File: src/rtl/fee_pkg.sv
package fee_pkg;
    typedef enum logic [2:0] {
        S_IDLE,
        S_CMD,
        S_GAP,
        S_POLL_OP,
        S_POLL_RD,
        S_EVAL,
        S_DONE
    } fee_state_e;

    localparam logic [7:0] OPC_PAGE_ERASE  = 8'h81;
    localparam logic [7:0] OPC_BLOCK_ERASE = 8'h50;
    localparam logic [7:0] OPC_STATUS      = 8'hD7;
    localparam logic [7:0] BYTE_FILL       = 8'h00;
    localparam int         BLOCK_PAGES     = 8;
    localparam int         CMD_BYTES       = 4;
    localparam int         READY_BIT       = 7;
endpackage

File: src/rtl/fee_range_calc.sv
module fee_range_calc #(
    parameter int ADDR_W     = 24,
    parameter int PAGE_BYTES = 264
) (
    input  logic [ADDR_W-1:0] offset_i,
    input  logic [ADDR_W-1:0] len_i,
    output logic              aligned_o,
    output logic [ADDR_W-1:0] first_page_o,
    output logic [ADDR_W-1:0] page_cnt_o
);
    localparam logic [ADDR_W-1:0] PB = ADDR_W'(PAGE_BYTES);

    always_comb begin
        aligned_o    = ((offset_i % PB) == '0) && ((len_i % PB) == '0);
        first_page_o = offset_i / PB;
        page_cnt_o   = len_i / PB;
    end
endmodule

File: src/rtl/fee_cmd_builder.sv
module fee_cmd_builder
    import fee_pkg::*;
#(
    parameter int ADDR_W     = 24,
    parameter int PAGE_SHIFT = 9
) (
    input  logic [ADDR_W-1:0] page_idx_i,
    input  logic [ADDR_W-1:0] pages_left_i,
    input  logic [1:0]        byte_sel_i,
    output logic [7:0]        byte_o
);
    localparam int BLK_BITS = $clog2(BLOCK_PAGES);

    logic [23:0] dev_addr;
    logic        use_block;

    always_comb begin
        dev_addr  = 24'(page_idx_i) << PAGE_SHIFT;
        use_block = (page_idx_i[BLK_BITS-1:0] == '0) &&
                    (pages_left_i >= ADDR_W'(BLOCK_PAGES));
        unique case (byte_sel_i)
            2'd0: byte_o = use_block ? OPC_BLOCK_ERASE : OPC_PAGE_ERASE;
            2'd1: byte_o = dev_addr[23:16];
            2'd2: byte_o = dev_addr[15:8];
            2'd3: byte_o = BYTE_FILL;
        endcase
    end
endmodule

File: src/rtl/fee_poll_timer.sv
module fee_poll_timer #(
    parameter int TIMEOUT_CYC = 100_000_000
) (
    input  logic clk,
    input  logic rst_n,
    input  logic clear_i,
    input  logic run_i,
    output logic expired_o
);
    localparam int TW = $clog2(TIMEOUT_CYC + 1);

    logic [TW-1:0] cnt_q;

    always_ff @(posedge clk or negedge rst_n) begin
        if (!rst_n) begin
            cnt_q <= '0;
        end else if (clear_i) begin
            cnt_q <= '0;
        end else if (run_i && !expired_o) begin
            cnt_q <= cnt_q + 1'b1;
        end
    end

    assign expired_o = (cnt_q >= TW'(TIMEOUT_CYC));
endmodule

File: src/rtl/flash_erase_engine.sv
module flash_erase_engine
    import fee_pkg::*;
#(
    parameter int ADDR_W      = 24,
    parameter int PAGE_BYTES  = 264,
    parameter int PAGE_SHIFT  = 9,
    parameter int TIMEOUT_CYC = 100_000_000
) (
    input  logic              clk,
    input  logic              rst_n,
    input  logic              start_i,
    input  logic [ADDR_W-1:0] offset_i,
    input  logic [ADDR_W-1:0] length_i,
    output logic              busy_o,
    output logic              done_o,
    output logic              err_align_o,
    output logic              err_timeout_o,
    output logic              spi_cs_o,
    output logic              spi_req_o,
    output logic [7:0]        spi_tx_o,
    input  logic              spi_ack_i,
    input  logic [7:0]        spi_rx_i
);
    localparam logic [1:0] LAST_BYTE = 2'(CMD_BYTES - 1);

    fee_state_e        state_q, state_d;
    logic [ADDR_W-1:0] page_idx_q, pages_left_q;
    logic [1:0]        byte_sel_q;
    logic              ready_q, err_align_q, err_tmo_q;

    logic              aligned;
    logic [ADDR_W-1:0] first_page, page_cnt;
    logic [7:0]        cmd_byte;
    logic              tmo_expired;

    fee_range_calc #(.ADDR_W(ADDR_W), .PAGE_BYTES(PAGE_BYTES)) u_range (
        .offset_i     (offset_i),
        .len_i        (length_i),
        .aligned_o    (aligned),
        .first_page_o (first_page),
        .page_cnt_o   (page_cnt)
    );

    fee_cmd_builder #(.ADDR_W(ADDR_W), .PAGE_SHIFT(PAGE_SHIFT)) u_cmd (
        .page_idx_i   (page_idx_q),
        .pages_left_i (pages_left_q),
        .byte_sel_i   (byte_sel_q),
        .byte_o       (cmd_byte)
    );

    fee_poll_timer #(.TIMEOUT_CYC(TIMEOUT_CYC)) u_timer (
        .clk       (clk),
        .rst_n     (rst_n),
        .clear_i   (state_q == S_CMD),
        .run_i     (state_q inside {S_GAP, S_POLL_OP, S_POLL_RD, S_EVAL}),
        .expired_o (tmo_expired)
    );

    // next-state decision
    always_comb begin
        state_d = state_q;
        unique case (state_q)
            S_IDLE: begin
                if (start_i) begin
                    if (!aligned || page_cnt == '0) state_d = S_DONE;
                    else                            state_d = S_CMD;
                end
            end
            S_CMD:     if (spi_ack_i && byte_sel_q == LAST_BYTE) state_d = S_GAP;
            S_GAP:     state_d = S_POLL_OP;
            S_POLL_OP: if (spi_ack_i) state_d = S_POLL_RD;
            S_POLL_RD: if (spi_ack_i) state_d = S_EVAL;
            S_EVAL: begin
                if (ready_q)          state_d = (pages_left_q == ADDR_W'(1)) ? S_DONE : S_CMD;
                else if (tmo_expired) state_d = S_DONE;
                else                  state_d = S_GAP;
            end
            S_DONE:    state_d = S_IDLE;
            default:   state_d = S_IDLE;
        endcase
    end

    // state register
    always_ff @(posedge clk or negedge rst_n) begin
        if (!rst_n) state_q <= S_IDLE;
        else        state_q <= state_d;
    end

    // walk registers and flags
    always_ff @(posedge clk or negedge rst_n) begin
        if (!rst_n) begin
            page_idx_q   <= '0;
            pages_left_q <= '0;
            byte_sel_q   <= '0;
            ready_q      <= 1'b0;
            err_align_q  <= 1'b0;
            err_tmo_q    <= 1'b0;
        end else begin
            unique case (state_q)
                S_IDLE: begin
                    if (start_i) begin
                        err_align_q  <= !aligned;
                        err_tmo_q    <= 1'b0;
                        page_idx_q   <= first_page;
                        pages_left_q <= page_cnt;
                        byte_sel_q   <= '0;
                    end
                end
                S_CMD:     if (spi_ack_i) byte_sel_q <= byte_sel_q + 1'b1;
                S_POLL_RD: if (spi_ack_i) ready_q <= spi_rx_i[READY_BIT];
                S_EVAL: begin
                    if (ready_q) begin
                        page_idx_q   <= page_idx_q + 1'b1;
                        pages_left_q <= pages_left_q - 1'b1;
                    end else if (tmo_expired) begin
                        err_tmo_q <= 1'b1;
                    end
                end
                default: ;
            endcase
        end
    end

    // outputs
    always_comb begin
        spi_cs_o      = 1'b0;
        spi_req_o     = 1'b0;
        spi_tx_o      = BYTE_FILL;
        busy_o        = !(state_q inside {S_IDLE, S_DONE});
        done_o        = (state_q == S_DONE);
        err_align_o   = err_align_q;
        err_timeout_o = err_tmo_q;
        unique case (state_q)
            S_CMD:     begin spi_cs_o = 1'b1; spi_req_o = 1'b1; spi_tx_o = cmd_byte;   end
            S_POLL_OP: begin spi_cs_o = 1'b1; spi_req_o = 1'b1; spi_tx_o = OPC_STATUS; end
            S_POLL_RD: begin spi_cs_o = 1'b1; spi_req_o = 1'b1; spi_tx_o = BYTE_FILL;  end
            default: ;
        endcase
    end
endmodule

File: config.mk
export PLATFORM = sky130hd
export DESIGN_NAME = flash_erase_engine
export DESIGN_NICKNAME = d
export VERILOG_FILES = /design/src/rtl/fee_pkg.sv /design/src/rtl/fee_range_calc.sv /design/src/rtl/fee_cmd_builder.sv /design/src/rtl/fee_poll_timer.sv /design/src/rtl/flash_erase_engine.sv
export SDC_FILE = /design/constraint.sdc
export NUM_CORES = 1
export LEC_CHECK = 0
export ABC_AREA = 1
export BUFFER_PORTS_ARGS = -buffer_cell sky130_fd_sc_hd__buf_2
export CAP_MARGIN = 40
export CORE_ASPECT_RATIO = 2
export CORE_UTILIZATION = 64
export DETAILED_ROUTE_END_ITERATION = 6
export GPL_TIMING_DRIVEN = 0
export PLACE_DENSITY = 0.84
export SKIP_CTS_REPAIR_TIMING = 1
export SLEW_MARGIN = 15
export SYNTH_ARGS = -nofsm -noshare
export SYNTH_HDL_FRONTEND = slang
export SYNTH_SLANG_ARGS = --single-unit
File: constraint.sdc
create_clock -name clk -period 4 [get_ports clk]
set_input_delay 0.4 -clock clk [delete_from_list [all_inputs] [get_ports clk]]
set_output_delay 0.4 -clock clk [all_outputs]
set_load 0.02 [all_outputs]
# Word level (Yosys, flattened, before mapping)
# Index checks and enable logic that the tools add are counted.
# classes
add_sub_neg	4
n_div	4
order_cmp	2
n_eq_ne	18
mux	28
reduce_logical	26
# ops
operator	count
two-way mux 24 bit	4
case mux 24 bit (2 select lines)	2
zero test 24 bit	3
two-way mux 27 bit	2
divider 24 x 9 -> 24 bit (second input constant)	2
remainder unit 24 x 9 -> 24 bit (second input constant)	2
case mux 8 bit (4 select lines)	1
adder 27 x 1 -> 27 bit (second input constant)	1
>= comparator 27 bit (second input constant)	1
adder 24 x 1 -> 24 bit (second input constant)	1
== test 24 x 1 -> 1 bit (second input constant)	1
>= comparator 24 x 4 -> 1 bit (second input constant)	1
two-way mux 3 bit	8
subtractor 24 x 1 -> 24 bit (second input constant)	1
case mux 3 bit (6 select lines)	1
case mux 8 bit (2 select lines)	1
inequality test 2 bit (second input constant)	7
== test 3 bit (second input constant)	3
two-way mux 8 bit	1
AND reduction 4 bit	2
nonzero test 2 bit	4
== test 3 x 2 -> 1 bit (second input constant)	2
zero test 3 bit	2
AND reduction 3 bit	2
16 further kinds	27
# word_totals
reg_bits	83
input_bits	60
out_inout_bits	14
wordCells	90

# Longest topological paths before layout
# logic_depth
word_depth	8
mapped_depth	104
ltp_nobuf	104

# Modules after synthesis
# Synthesis repeated with hierarchy kept, for this count alone.
# hier_totals
hier_cells	2269
hier_area_um2	12854.8
# modules_own_cells
mod	n_inst	cells_each	area_each_um2	seq_area_each_um2
fee_range_calc	1	1207	6357.3	0.0
flash_erase_engine	1	667	4185.3	1401.3
fee_poll_timer	1	337	2064.5	675.6
fee_cmd_builder	1	58	247.7	0.0

# Worst setup path after synthesis
# OpenSTA, ideal clock, no wires.
# synth_timing
path_kind	input to register
start	input length_i[18]
end	register state_q[2]
setup_ps	117
arrival_ps	8514
required_ps	3883
slack_ps	-4631
cell_stages	90
n_path_buf	0
cell_sequence	inv_1 -> nand4_2 -> nand2_2 -> nand2_1 -> a21oi_2 -> nand2_2 -> nand2_4 -> nand2_4 -> nand2_2 -> nand2_4 -> nor2_2 -> nand2_1 -> nand2_2 -> nand2_4 -> nand2_4 -> nand4_2 -> o21bai_4 -> nand2_4 -> [54 not listed] -> nand2_2 -> nand2_4 -> nor2_4 -> nand3_2 -> nand2_4 -> inv_2 -> nand2_2 -> nand2_2 -> nor2_2 -> nand3_1 -> nand2_1 -> inv_1 -> nor3_1 -> nand4_1 -> nand2_1 -> nand2_1 -> nand2_1 -> nand2_1
# synth_via
elab_chain_len	8
elab_cells_between_ends	10
# synth_lines
element	line	text
from (decl)	flash_erase_engine.sv:13	input logic [ADDR_W-1:0] length_i,
remainder unit 24 x 9 -> 24 bit	fee_range_calc.sv:14	aligned_o = ((offset_i % PB) == '0) && ((len_i % PB) == '0);
zero test 24 bit	fee_range_calc.sv:14	
logical AND 1 bit	fee_range_calc.sv:14	
zero test 1 bit	flash_erase_engine.sv:65	if (!aligned || page_cnt == '0) state_d = S_DONE;
logical OR 1 bit *	flash_erase_engine.sv:65	
two-way mux 3 bit *	flash_erase_engine.sv:65	
two-way mux 3 bit *	flash_erase_engine.sv:64	if (start_i) begin
case mux 3 bit (6 select lines) *	flash_erase_engine.sv:62	unique case (state_q)
to (signal assigned)	flash_erase_engine.sv:86	else state_q <= state_d;
to (decl)	flash_erase_engine.sv:26	fee_state_e state_q, state_d;
# Every way passes the cells marked *; elsewhere a longest branch is shown, timed or not. The select of a mux whose other input is x is not followed.
# A chain may end at the register's enable or synchronous reset.

# Worst setup path after layout
# layout_timing
start	input offset_i[19]
end	register state_q[0]
# layout_via
elab_chain_len	8
# layout_lines
element	line	text
from (decl)	flash_erase_engine.sv:12	input logic [ADDR_W-1:0] offset_i,
remainder unit 24 x 9 -> 24 bit	fee_range_calc.sv:14	
zero test 24 bit	fee_range_calc.sv:14	
logical AND 1 bit	fee_range_calc.sv:14	
zero test 1 bit	flash_erase_engine.sv:65	
logical OR 1 bit	flash_erase_engine.sv:65	
two-way mux 3 bit	flash_erase_engine.sv:65	
two-way mux 3 bit	flash_erase_engine.sv:64	
case mux 3 bit (6 select lines)	flash_erase_engine.sv:62	
# No other way between the ends. The select of a mux whose other input is x is not followed.

==> results by group <==
Clocking
  • Bufs on Longest Clock Path: 2
  • Worst-Skew Late Latency: 340 ps
  • CTS buffer count: 9
  • CTS Sinks: 74
  • Root Buffer: clkbuf_16
  • CTS tree: yes
  • H-Tree Level Count: 3
  • Clk pin slew, worst setup/hold paths: approximately 60 ps

STA
  • Slew Limit Headroom: between 20% and 30%
  • Final Skew: about 5 ps
  • Setup ws final: -6890 ps
  • Achievable Freq: approximately 92 MHz
  • Hold Fails Final Rpt: 0
  • RSZ-0062 raised after global routing: true
  • Fin crit period: 10,890 ps
  • Worst-Margin Slew: about 1200 ps
  • Final setup vio count: 24
  • Part of the cycle the worst path needs: 272%
  • Final Max Slew Viols: 0

Critical path
  • Critical path's largest stage delay: between 300 and 400 ps
  • Slowest-stage cell, CP: a21oi_4
  • CP most frequent cell: nand2_4
  • Max FO, Critical Path: 8
  • Crit Path Category: primary input to register
  • Startpoint types: primary input
  • Worst Path Required: 4280 ps
  • CP Capture Type: register
  • R2R Setup Slk: ~340 ps
  • Worst endpoint data arrival time: around 11,000 ps

Worst hold path
  • Min-Delay Path Class: primary input to async pin

Floorplan
  • Core area: roughly 17,000 µm²
  • Site row count: approximately 70
  • Ports: 74
  • Initial Utilization: between 60% and 70%
  • Die Y: 189 µm
  • Die area: roughly 18,000 µm²
  • Die width: around 95 µm

GRT
  • GRT Resource Usage Total: 32.1%
  • GRT overflow: 0
  • Initial antenna violation count: 1
  • Largest net degree at the start of global routing: 44
  • Vias in the first global route: between 10,000 and 15,000
  • First-pass GRT wire length: 47,400 µm

Route
  • Vias post-DR: about 14,000
  • # DRC: 10
  • Starting DRT DRC Count: between 1,500 and 2,000
  • Via density: 6.30
  • Wire per inst: approximately 19 µm
  • TritonRoute pass-1 iters: 7
  • Antenna-violating nets left: 0
  • DRT Wirelength: ~41,000 µm

Logic synthesis
  • Synth Net Count: ~1,900
  • Post-synth top area share: 16.6%
  • Post-Syn Area: 11,200 µm²
  • Cell variety after synth: 60
  • Post-synth EDFFs: 0
  • Avg Cell Area, Syn: approximately 6.2 µm²
  • Seq/Total Area, Yosys: approximately 17%
  • Asr flop ratio synth: 100%
  • Post-Synthesis Cells: 1,800
  • Synth top area cells: dfrtp_1, nand2_1, inv_1
  • Area leader, netlist: dfrtp_1
  • Top_reg_cell synth: dfrtp_1
  • Synth warnings: 0
  • Synth Register Bits: 74

Layout
  • Layout cells sized above 1: about 36%
  • Commonest cells after routing, fill and taps aside: nand2_1, inv_1, nor2_1, nand3_1, nand2_2
  • Non-filler cells, final: roughly 2,200
  • Layout Utilization: 85.6%
  • Final Cell Area: around 15,000 µm²
  • Nets@finish: slightly above 2,000
  • Syn-to-layout area delta: 31.6%
  • Most common cell after layout, fill and taps aside: nand2_1

Place
  • Placer congestion estimate: ~0.9
  • Pre-CTS setup slack: -6220 ps
  • DP Area: 12,200 µm²
  • Inst Count DP: just over 2,000
  • Final HPWL DP: 23,400 µm
  • # port buffers: 66

Job
  • Max-cap viol count: 0

Status
  • Status: finished, violations left
  • Violations in the final reports: DRC, setup timing
==> registers in the layout (all words and copies together), names as in the netlist <==
name and cells:
byte_sel_q 2, err_align_o 1, page_idx_q 15, err_timeout_o 1
u_timer.cnt_q 27, state_q 3, ready_q 1, pages_left_q 24
==> synthesized netlist by cell type, types with 11 or more instances <==
master,count
o21ai_0,86
nand2_1,402
inv_2,31
a21oi_1,65
ha_1,11
nand2_2,112
nand3_1,155
dfrtp_1,74
nor2_2,35
clkbuf_1,14
nand4_1,32
nand2_4,72
xor2_1,47
o22ai_1,19
nor2_1,159
o21ai_1,21
nor3_1,38
nand3_2,31
inv_1,254
==> path summary, 6_finish.rpt <==
path	start	depth (start not counted)	end
hold reg to reg	u_timer.cnt_q[13]$_DFFE_PN0P_	1	u_timer.cnt_q[13]$_DFFE_PN0P_
hold / removal	rst_n	1	u_timer.cnt_q[16]$_DFFE_PN0P_
min in group clk	spi_rx_i[7]	3	ready_q$_DFFE_PN0P_
setup reg to reg	u_timer.cnt_q[8]$_DFFE_PN0P_	19	u_timer.cnt_q[24]$_DFFE_PN0P_
max in group asynchronous	rst_n	2	page_idx_q[11]$_DFFE_PN0P_
setup / recovery	offset_i[19]	85	state_q[0]$_DFFE_PN0P_
==> worst max-delay path: cells and delay by family <==
family	cells	cell delay (ps)
xor gates and xnor gates	1	290
AOI/OAI and AO/OA	7	1680
buffers and inverters	6	670
and+or+nand+nor	71	8030
==> kinds of logic (layout without fill, tap and decap cells) <==
family	count (synthesis)	in the layout	synth area share [%]
AND/OR/NAND/NOR	1089	1091	52.3
buffers and inverters	320	525	11.2
AO/OA/AOI/OAI	244	244	13.4
flip-flops	74	74	16.6
XOR/XNOR	61	61	5.18
adder cells (fa/ha/maj)	11	11	1.23
multiplexers	1	1	0.0896
other	0	1	0
==> routing by layer <==
metal  vias to the layer above  GRT usage, %  wire length, µm
met5                         -             0                0
met4                         0          18.0             4200
met3                       443          2.89             3340
met2                       986          64.5            21000
met1                      6346          29.6            12900
li1                       6208             -                -
==> metrics by stage <==
stage	hold slack, ps	setup TNS, ps
after floorplan	104	-58470
after global placement	451	-84990
after detailed placement	370	-89360
after CTS	17.5	-81240
after global routing	36.7	-110420
final	6.13	-96230
==> final cells by class <==
type                       count  area (µm²)
clock inverter                 5        52.6
buffer                        17        67.6
fill                         974        2480
sequential                    74        1850
timing repair buffer         189        1410
tap                          210         263
antenna                        1        2.50
clock buffer                  11         253
inverter                     303        1210
multi-input combinational   1408        9600
Power is not shown: default switching activity piles up to over one toggle a cycle in this logic, so the estimate is an artifact.
